<file path="config.mk">
export PLATFORM = sky130hd
export DESIGN_NAME = baud_gen_top
export DESIGN_NICKNAME = d
export VERILOG_FILES = /design/src/rtl/baud_gen_pkg.sv /design/src/rtl/baud_gen_prescale.sv /design/src/rtl/baud_gen_divider.sv /design/src/rtl/baud_gen_wave.sv /design/src/rtl/baud_gen_top.sv
export SDC_FILE = /design/constraint.sdc
export NUM_CORES = 1
export LEC_CHECK = 0
export ABC_AREA = 1
export BUFFER_PORTS_ARGS = -buffer_cell sky130_fd_sc_hd__buf_2
export CAP_MARGIN = 20
export CORE_MARGIN = 4
export CORE_UTILIZATION = 60
export CTS_CLUSTER_SIZE = 10
export DETAILED_ROUTE_END_ITERATION = 8
export PLACE_DENSITY = 0.85
export SETUP_SLACK_MARGIN = 0.5
export SLEW_MARGIN = 40
export SYNTH_ARGS = -nofsm -noshare
export SYNTH_HDL_FRONTEND = slang
export SYNTH_SLANG_ARGS = --single-unit
</file>
<file path="constraint.sdc">
create_clock -name clk_i -period 1.9 [get_ports clk_i]
set_input_delay 0.19 -clock clk_i [delete_from_list [all_inputs] [get_ports clk_i]]
set_output_delay 0.19 -clock clk_i [all_outputs]
set_load 0.005 [all_outputs]
</file>
<file path="src/rtl/baud_gen_pkg.sv">
package baud_gen_pkg;

  localparam int unsigned BG_CFG_W    = 32;
  localparam int unsigned BG_DIV_W    = 12;
  localparam int unsigned BG_DIV_LSB  = 1;
  localparam int unsigned BG_PSEL_BIT = 0;
  localparam int unsigned BG_EN_BIT   = 15;
  localparam int unsigned BG_PRE_DIV  = 16;

  typedef enum logic {
    BG_IDLE = 1'b0,
    BG_RUN  = 1'b1
  } bg_state_e;

endpackage

</file>
<file path="src/rtl/baud_gen_prescale.sv">
module baud_gen_prescale #(
  parameter int unsigned PRE_DIV = 16
) (
  input  logic clk_i,
  input  logic rst_ni,
  input  logic run_i,
  input  logic psel_i,
  output logic step_o
);

  generate
    if (PRE_DIV > 1) begin : g_pre
      localparam int unsigned PW = $clog2(PRE_DIV);
      localparam logic [PW-1:0] PRE_LAST = PW'(PRE_DIV - 1);

      logic [PW-1:0] pre_q;
      logic [PW-1:0] pre_d;
      logic          pre_en;

      always_comb begin
        pre_en = 1'b0;
        pre_d  = pre_q;
        if (!run_i || !psel_i) begin
          pre_en = (pre_q != '0);
          pre_d  = '0;
        end else begin
          pre_en = 1'b1;
          pre_d  = (pre_q == PRE_LAST) ? '0 : pre_q + 1'b1;
        end
      end

      always_ff @(posedge clk_i or negedge rst_ni) begin
        if (!rst_ni) begin
          pre_q <= '0;
        end else if (pre_en) begin
          pre_q <= pre_d;
        end
      end

      assign step_o = run_i && (!psel_i || (pre_q == PRE_LAST));

      AST_PRE_WRAP: assert property (@(posedge clk_i) disable iff (!rst_ni)
        (run_i && psel_i && pre_q == PRE_LAST) |=> (pre_q == '0));
    end else begin : g_nopre
      logic unused_psel;
      assign unused_psel = psel_i;
      assign step_o = run_i;
    end
  endgenerate

endmodule

</file>
<file path="src/rtl/baud_gen_divider.sv">
module baud_gen_divider
  import baud_gen_pkg::*;
#(
  parameter int unsigned DIV_W = 12
) (
  input  logic             clk_i,
  input  logic             rst_ni,
  input  logic             en_i,
  input  logic [DIV_W-1:0] div_i,
  input  logic             psel_i,
  input  logic             step_i,
  output logic             run_o,
  output logic             tick_o,
  output logic [DIV_W-1:0] div_o,
  output logic             psel_o,
  output logic             nxt_run_o,
  output logic [DIV_W-1:0] nxt_cnt_o,
  output logic [DIV_W-1:0] nxt_div_o
);

  bg_state_e        state_q, state_d;
  logic [DIV_W-1:0] cnt_q, cnt_d;
  logic [DIV_W-1:0] div_q, div_d;
  logic             psel_q, psel_d;
  logic             tick_q, tick_d;
  logic             term;

  assign term = (state_q == BG_RUN) && step_i && (cnt_q == '0);

  always_comb begin
    state_d = state_q;
    cnt_d   = cnt_q;
    div_d   = div_q;
    psel_d  = psel_q;
    tick_d  = 1'b0;
    if (!en_i) begin
      state_d = BG_IDLE;
      cnt_d   = '0;
      div_d   = '0;
      psel_d  = 1'b0;
    end else if (state_q == BG_IDLE) begin
      state_d = BG_RUN;
      cnt_d   = div_i;
      div_d   = div_i;
      psel_d  = psel_i;
    end else if (term) begin
      cnt_d   = div_i;
      div_d   = div_i;
      psel_d  = psel_i;
      tick_d  = 1'b1;
    end else if (step_i) begin
      cnt_d   = cnt_q - 1'b1;
    end
  end

  always_ff @(posedge clk_i or negedge rst_ni) begin
    if (!rst_ni) begin
      state_q <= BG_IDLE;
      cnt_q   <= '0;
      div_q   <= '0;
      psel_q  <= 1'b0;
      tick_q  <= 1'b0;
    end else begin
      state_q <= state_d;
      cnt_q   <= cnt_d;
      div_q   <= div_d;
      psel_q  <= psel_d;
      tick_q  <= tick_d;
    end
  end

  assign run_o     = (state_q == BG_RUN);
  assign tick_o    = tick_q;
  assign div_o     = div_q;
  assign psel_o    = psel_q;
  assign nxt_run_o = (state_d == BG_RUN);
  assign nxt_cnt_o = cnt_d;
  assign nxt_div_o = div_d;

  AST_CNT_IN_RANGE: assert property (@(posedge clk_i) disable iff (!rst_ni)
    (state_q == BG_RUN) |-> (cnt_q <= div_q));

  AST_DIV_HELD: assert property (@(posedge clk_i) disable iff (!rst_ni)
    ((state_q == BG_RUN) && en_i && !(step_i && cnt_q == '0)) |=> $stable(div_q) && $stable(psel_q));

  AST_TICK_RELOADED: assert property (@(posedge clk_i) disable iff (!rst_ni)
    tick_q |-> (cnt_q == div_q));

endmodule

</file>
<file path="src/rtl/baud_gen_wave.sv">
module baud_gen_wave #(
  parameter int unsigned DIV_W = 12
) (
  input  logic             clk_i,
  input  logic             rst_ni,
  input  logic             run_i,
  input  logic [DIV_W-1:0] cnt_i,
  input  logic [DIV_W-1:0] div_i,
  output logic             clk_o
);

  logic [DIV_W-1:0] half;
  logic             hi_d;
  logic             hi_q;

  assign half = div_i >> 1;

  always_comb begin
    hi_d = run_i && (cnt_i > half);
  end

  always_ff @(posedge clk_i or negedge rst_ni) begin
    if (!rst_ni) begin
      hi_q <= 1'b0;
    end else begin
      hi_q <= hi_d;
    end
  end

  assign clk_o = hi_q;

endmodule

</file>
<file path="src/rtl/baud_gen_top.sv">
module baud_gen_top
  import baud_gen_pkg::*;
#(
  parameter int unsigned CFG_W    = BG_CFG_W,
  parameter int unsigned DIV_W    = BG_DIV_W,
  parameter int unsigned DIV_LSB  = BG_DIV_LSB,
  parameter int unsigned PSEL_BIT = BG_PSEL_BIT,
  parameter int unsigned EN_BIT   = BG_EN_BIT,
  parameter int unsigned PRE_DIV  = BG_PRE_DIV
) (
  input  logic             clk_i,
  input  logic             rst_ni,
  input  logic [CFG_W-1:0] cfg_i,
  output logic             tick_o,
  output logic             clk_o
);

  logic [1:0]       rst_sync_q;
  logic             rst_n_s;
  logic             cfg_en;
  logic             cfg_psel;
  logic [DIV_W-1:0] cfg_div;
  logic             run;
  logic             step;
  logic             psel_act;
  logic [DIV_W-1:0] div_act;
  logic             nxt_run;
  logic [DIV_W-1:0] nxt_cnt;
  logic [DIV_W-1:0] nxt_div;

  always_ff @(posedge clk_i or negedge rst_ni) begin
    if (!rst_ni) begin
      rst_sync_q <= 2'b00;
    end else begin
      rst_sync_q <= {rst_sync_q[0], 1'b1};
    end
  end
  assign rst_n_s = rst_sync_q[1];

  assign cfg_en   = cfg_i[EN_BIT];
  assign cfg_psel = cfg_i[PSEL_BIT];
  assign cfg_div  = cfg_i[DIV_LSB +: DIV_W];

  baud_gen_prescale #(.PRE_DIV(PRE_DIV)) u_pre (
    .clk_i  (clk_i),
    .rst_ni (rst_n_s),
    .run_i  (run && cfg_en),
    .psel_i (psel_act),
    .step_o (step)
  );

  baud_gen_divider #(.DIV_W(DIV_W)) u_div (
    .clk_i     (clk_i),
    .rst_ni    (rst_n_s),
    .en_i      (cfg_en),
    .div_i     (cfg_div),
    .psel_i    (cfg_psel),
    .step_i    (step),
    .run_o     (run),
    .tick_o    (tick_o),
    .div_o     (div_act),
    .psel_o    (psel_act),
    .nxt_run_o (nxt_run),
    .nxt_cnt_o (nxt_cnt),
    .nxt_div_o (nxt_div)
  );

  baud_gen_wave #(.DIV_W(DIV_W)) u_wave (
    .clk_i  (clk_i),
    .rst_ni (rst_n_s),
    .run_i  (nxt_run),
    .cnt_i  (nxt_cnt),
    .div_i  (nxt_div),
    .clk_o  (clk_o)
  );

  AST_IDLE_QUIET: assert property (@(posedge clk_i) disable iff (!rst_n_s)
    !cfg_en |=> (!tick_o && !clk_o));

  AST_TICK_SINGLE: assert property (@(posedge clk_i) disable iff (!rst_n_s)
    (tick_o && (div_act != '0 || psel_act)) |=> !tick_o);

  AST_WAVE_HIGH_AT_RELOAD: assert property (@(posedge clk_i) disable iff (!rst_n_s)
    (tick_o && div_act != '0) |-> clk_o);

  AST_RESET_LOW: assert property (@(posedge clk_i)
    !rst_n_s |-> (!tick_o && !clk_o));

endmodule

</file>
==> metrics, run 1 <==
status aborted with a tool error; Fail Step clock tree synthesis (4_1_cts); Halt Reason [ERROR DPL-0033] detailed placement checks failed during check placement.; CTS H-tree lvls 2; Chip Width 66.46 um; port bufs 17; syn nets 312; warnings from Yosys 0; Post-synth EDFFs 0; DP Worst Slack -0.7828 ns; initial cell density of the core 65.04%; hpwl dp about 4.4 mm; root buf cell clkbuf_4; Setup Fix Bufs, Post-CTS 14; number of gates resized after cts 64; post-synthesis async set-or-reset flop share 100.0%; Avg Cell Area, Syn 7.797 um^2; hold buffer count at cts 1; register area share after synthesis 40.27%; # rows 20; flops & latches, synth 33; gpl congestion 0.8507; Syn Std Cell Area 2051 um^2; Max clock buf depth 2; Die Ht 66.46 um; Synth Flop Type dfrtp_1; Post-Syn Instances 263; Synth cell types 32; num ports 36; CTS sink count 33; number of cells after detailed placement 379; TritonCTS Buffers 5
-- through the flow --
stage / TNS, ns / utilization (%) / cell area (um^2)
after detailed placement: -0.8943 / 85.71 / 2703
after global placement: -0.6469 / 85.71 / 2703
after floorplan: -0.4654 / - / 2146
-- logic make-up after synthesis --
logic type / share of synthesized area (%)
AND/OR/NAND/NOR: 26.48
adder cells (fa/ha/maj): 9.152
AO/OA/AOI/OAI: 12.26
buffers and inverters: 9.945
XOR/XNOR: 1.708
other: 0.1829
flip-flops: 40.27
-- synth_stat cells, types with 2 or more instances --
cell / number / area share (%)
a21o_1: 2 / 0.73
a21oi_1: 18 / 4.4
a21oi_2: 6 / 2.6
clkbuf_1: 2 / 0.37
dfrtp_1: 33 / 40
ha_1: 15 / 9.2
inv_1: 35 / 6.4
inv_2: 6 / 1.1
nand2_1: 65 / 12
nand2_2: 7 / 2.1
nand3_1: 16 / 3.9
nand4_1: 3 / 0.92
nor2_1: 20 / 3.7
nor2_2: 4 / 1.2
o211ai_1: 2 / 0.73
o21ai_0: 10 / 2.4
xor2_1: 4 / 1.7
==> run 2, diff against run 1 <==
--- a/config.mk
+++ b/config.mk
@@ -9,11 +9,9 @@
 export BUFFER_PORTS_ARGS = -buffer_cell sky130_fd_sc_hd__buf_2
 export CAP_MARGIN = 20
 export CORE_MARGIN = 4
-export CORE_UTILIZATION = 60
-export CTS_CLUSTER_SIZE = 10
+export CORE_UTILIZATION = 40
 export DETAILED_ROUTE_END_ITERATION = 8
-export PLACE_DENSITY = 0.85
-export SETUP_SLACK_MARGIN = 0.5
+export PLACE_DENSITY_LB_ADDON = 0.15
 export SLEW_MARGIN = 40
 export SYNTH_ARGS = -nofsm -noshare
 export SYNTH_HDL_FRONTEND = slang
==> metrics, run 2 <==
GRT Util Overall 17.53%; Post-Syn Instances 263 (unchanged); drc violations 0; flops & latches, synth 33 (unchanged); Sw Share 28.38%; Min Hold Slack 0.1701 ns; Worst EP required 2.08 ns; Core Area 4848 um^2; worst setup slack after layout -0.6731 ns; Worst VDD drop 0.4521 mV; vias post-DR 1,861; gpl congestion 0.8742 (+2.8%); crit path cell chain ha_2, nand3_2, nand2_2, nand2_4, nor2_4, nor2_8, buf_12, nand2_1, a21oi_2, inv_2, ha_4, nand2_1, a21oi_1, nor2_1, nand2_1, nand2_1, nand2_1, nand2_1, nand2_1, nand2_1, nand2_1; Synth area leader dfrtp_1; fmax 388.6 MHz; hold path endpoint u_div.div_o[4]$_DFF_PN0_; most frequent cells in the layout 62 x nand2_1, 52 x buf_4, 33 x inv_1, 33 x dfrtp_1; Chip Width 79.60 um (+20%); PwrDens 757.4 nW/um^2; worst hold-check path type in2reg; setup skew after layout around 0.0035 ns; Buf/Inv on CP 2; fillers 435; clock-pin slew on the worst setup and hold paths about 0.07 ns; register area share after synthesis 40.27% (unchanged); Pre-antenna DRT Iters 4; GR Overflow Total 0; area share of the largest cell type after synthesis 40.27% (unchanged); Max Cap Viol 0; commonest non-fill, non-tap cell in the layout nand2_1; warnings from Yosys 0 (unchanged); # rows 25 (+25%); Routed WL per cell 11.96 um; drt via density 4.561; share of layout cells above drive strength 1 roughly two fifths; reg-to-reg setup timing slack -0.67 ns; hpwl dp 3.848 mm (-13%); Top Family by Delay on Critical Path simple AND/OR/NAND/NOR gates; LEAKAGE 1.485 nW; Max clock buf depth 2 (unchanged); Int Pwr 1.572 mW; Avg Cell Area, Syn 7.797 um^2 (unchanged); vias in the first global route around 1,900; CTS tree yes; slowest cell delay on critical path 0.39 ns; DRT antenna net count 0; violated checks setup timing; FF-to-FF path depth 21; Post-synth top cells 65 x nand2_1, 35 x inv_1, 33 x dfrtp_1; Combinational Power Share between 20% and 30%; max-slew violations 0; initial drt markers between 100 and 150; WL final 4.880 mm; register name with the most flops u_div.cnt_q; Final Hold Fails 0; endpoint class of the critical path register; max reg flops 12; Worst Path Class, Setup reg2reg; CTS sink count 33 (unchanged); initial cell density of the core 42.30% (-23 points); Synth cell types 32 (unchanged); number of cells after detailed placement 398 (+5.0%); fin cells between 400 and 500; Tmin final 2.573 ns; Worst setup SP type register; Final setup viols 1; Synth Flop Type dfrtp_1; slowest CP cell dfrtp_1; root buf cell clkbuf_8; worst skew pair latency 0.29 ns; status finished with violations; TritonCTS Buffers 5 (unchanged); reg-to-reg critical path endpoint u_wave.clk_o$_DFF_PN0_; port bufs 17 (unchanged); clock power share 36.1%; worst hold stages 3; Syn Std Cell Area 2051 um^2 (unchanged); most common cell in the synthesized netlist nand2_1; DIE AREA 6336 um^2; first-pass GRT wire length about 8.4 mm; post-synthesis async set-or-reset flop share 100.0% (unchanged); period utilization 135.4%; Synth area leaders dfrtp_1 40%, nand2_1 12%, ha_1 9.2%; FF-to-FF Start u_pre.g_pre.pre_q[1]$_DFFE_PN0P_; sequential share of power 35.8%; CP most frequent cell nand2_1; largest net degree at the start of global routing 32; Area Overhead vs Synth 41.31%; Antenna Cells 0; num ports 36 (unchanged); CTS H-tree lvls 2 (unchanged); Total Nets Final 389; initial antenna violation count 0; worst-path maximum fanout 10; Arr. time, crit path 2.76 ns; unrepaired setup endpoints after global routing yes; syn nets 312 (unchanged); Post-synth EDFFs 0 (unchanged); Die Ht 79.60 um (+20%); hold path startpoint cfg_i[5]; NetSw 0.6228 mW; TNS Setup -0.6731 ns
-- run 2: kinds of logic after synthesis --
family / Yosys count / synth area share [%]
AND/OR/NAND/NOR: 120 / 26.48
buffers and inverters: 48 / 9.945
AO/OA/AOI/OAI: 42 / 12.26
flip-flops: 33 / 40.27
adder cells (fa/ha/maj): 15 / 9.152
XOR/XNOR: 4 / 1.708
other: 1 / 0.1829
-- run 2: power by group through the flow --
stage / Clock (mW) / Combinational (mW) / Sequential, mW
final: 0.793 / 0.616 / 0.786
after global routing: 0.836 / 0.702 / 0.792
after CTS: 0.806 / 0.606 / 0.785
after detailed placement: 0 / 0.597 / 0.799
after global placement: 0 / 0.589 / 0.799
after floorplan: 0 / 0.329 / 0.812
-- run 2: how the worst max path moves through the flow --
stage / cells past startpoint / slack, ns / end / start
2_1_floorplan: 24 / -0.47 / u_wave.clk_o$_DFF_PN0_ / u_pre.g_pre.pre_q[0]$_DFFE_PN0P_
3_3_place_gp: 23 / -0.72 / u_wave.clk_o$_DFF_PN0_ / u_div.cnt_q[9]$_DFF_PN0_
3_5_place_dp: 19 / -0.74 / u_wave.clk_o$_DFF_PN0_ / u_div.cnt_q[1]$_DFF_PN0_
4_1_cts: 21 / -0.67 / u_wave.clk_o$_DFF_PN0_ / u_pre.g_pre.pre_q[1]$_DFFE_PN0P_
5_1_grt: 23 / -0.85 / u_wave.clk_o$_DFF_PN0_ / u_pre.g_pre.pre_q[0]$_DFFE_PN0P_
6_report: 21 / -0.67 / u_wave.clk_o$_DFF_PN0_ / u_pre.g_pre.pre_q[1]$_DFFE_PN0P_
-- run 2: metrics by stage --
step / setup WS, ns / instance area (um^2) / utilization, % / power, mW
after floorplan: -0.4654 / 2122 / - / 1.140
after global placement: -0.7211 / 2690 / 55.48 / 1.388
after detailed placement: -0.7382 / 2690 / 55.48 / 1.396
after CTS: -0.6662 / 2841 / 58.61 / 2.197
after global routing: -0.8532 / 2898 / 59.77 / 2.330
final: -0.6731 / 2898 / 59.77 / 2.195
-- run 2: timing repair --
item / CTS / global route
hold endpoints to repair: 2 / 0
hold buffers: 1 / 0
gates resized for setup: 4 / 15
setup endpoints to repair: 3 / 4
pin swaps: 2 / 0
setup buffers: 0 / 1
-- run 2: tightest hold or removal path, stage by stage --
cell,delay (ns)
buf_2,0.11
nand2_4,0.06
a21oi_2,0.06
-- run 2: cell type report --
class | instances | area [um^2] | share of cell area (%)
multi-input cells | 182 | 1122 | 38.73
flip-flops and latches | 33 | 825.8 | 28.50
repair buffers | 75 | 559.3 | 19.30
inverters | 43 | 172.7 | 5.959
well taps | 67 | 83.83 | 2.893
clock buffers | 5 | 68.82 | 2.375
clock inverters | 3 | 65.06 | 2.245
-- run 2: routing by layer --
layer | vias up | GRT usage [%] | part of all wire [%]
met5 | - | 0 | 0
met4 | 0 | 8.591 | 2.3
met1 | 840 | 22.34 | 48
met2 | 22 | 28.55 | 47
li1 | 989 | - | -
met3 | 10 | 3.047 | 3.0
(Power assumes the default switching activity.)
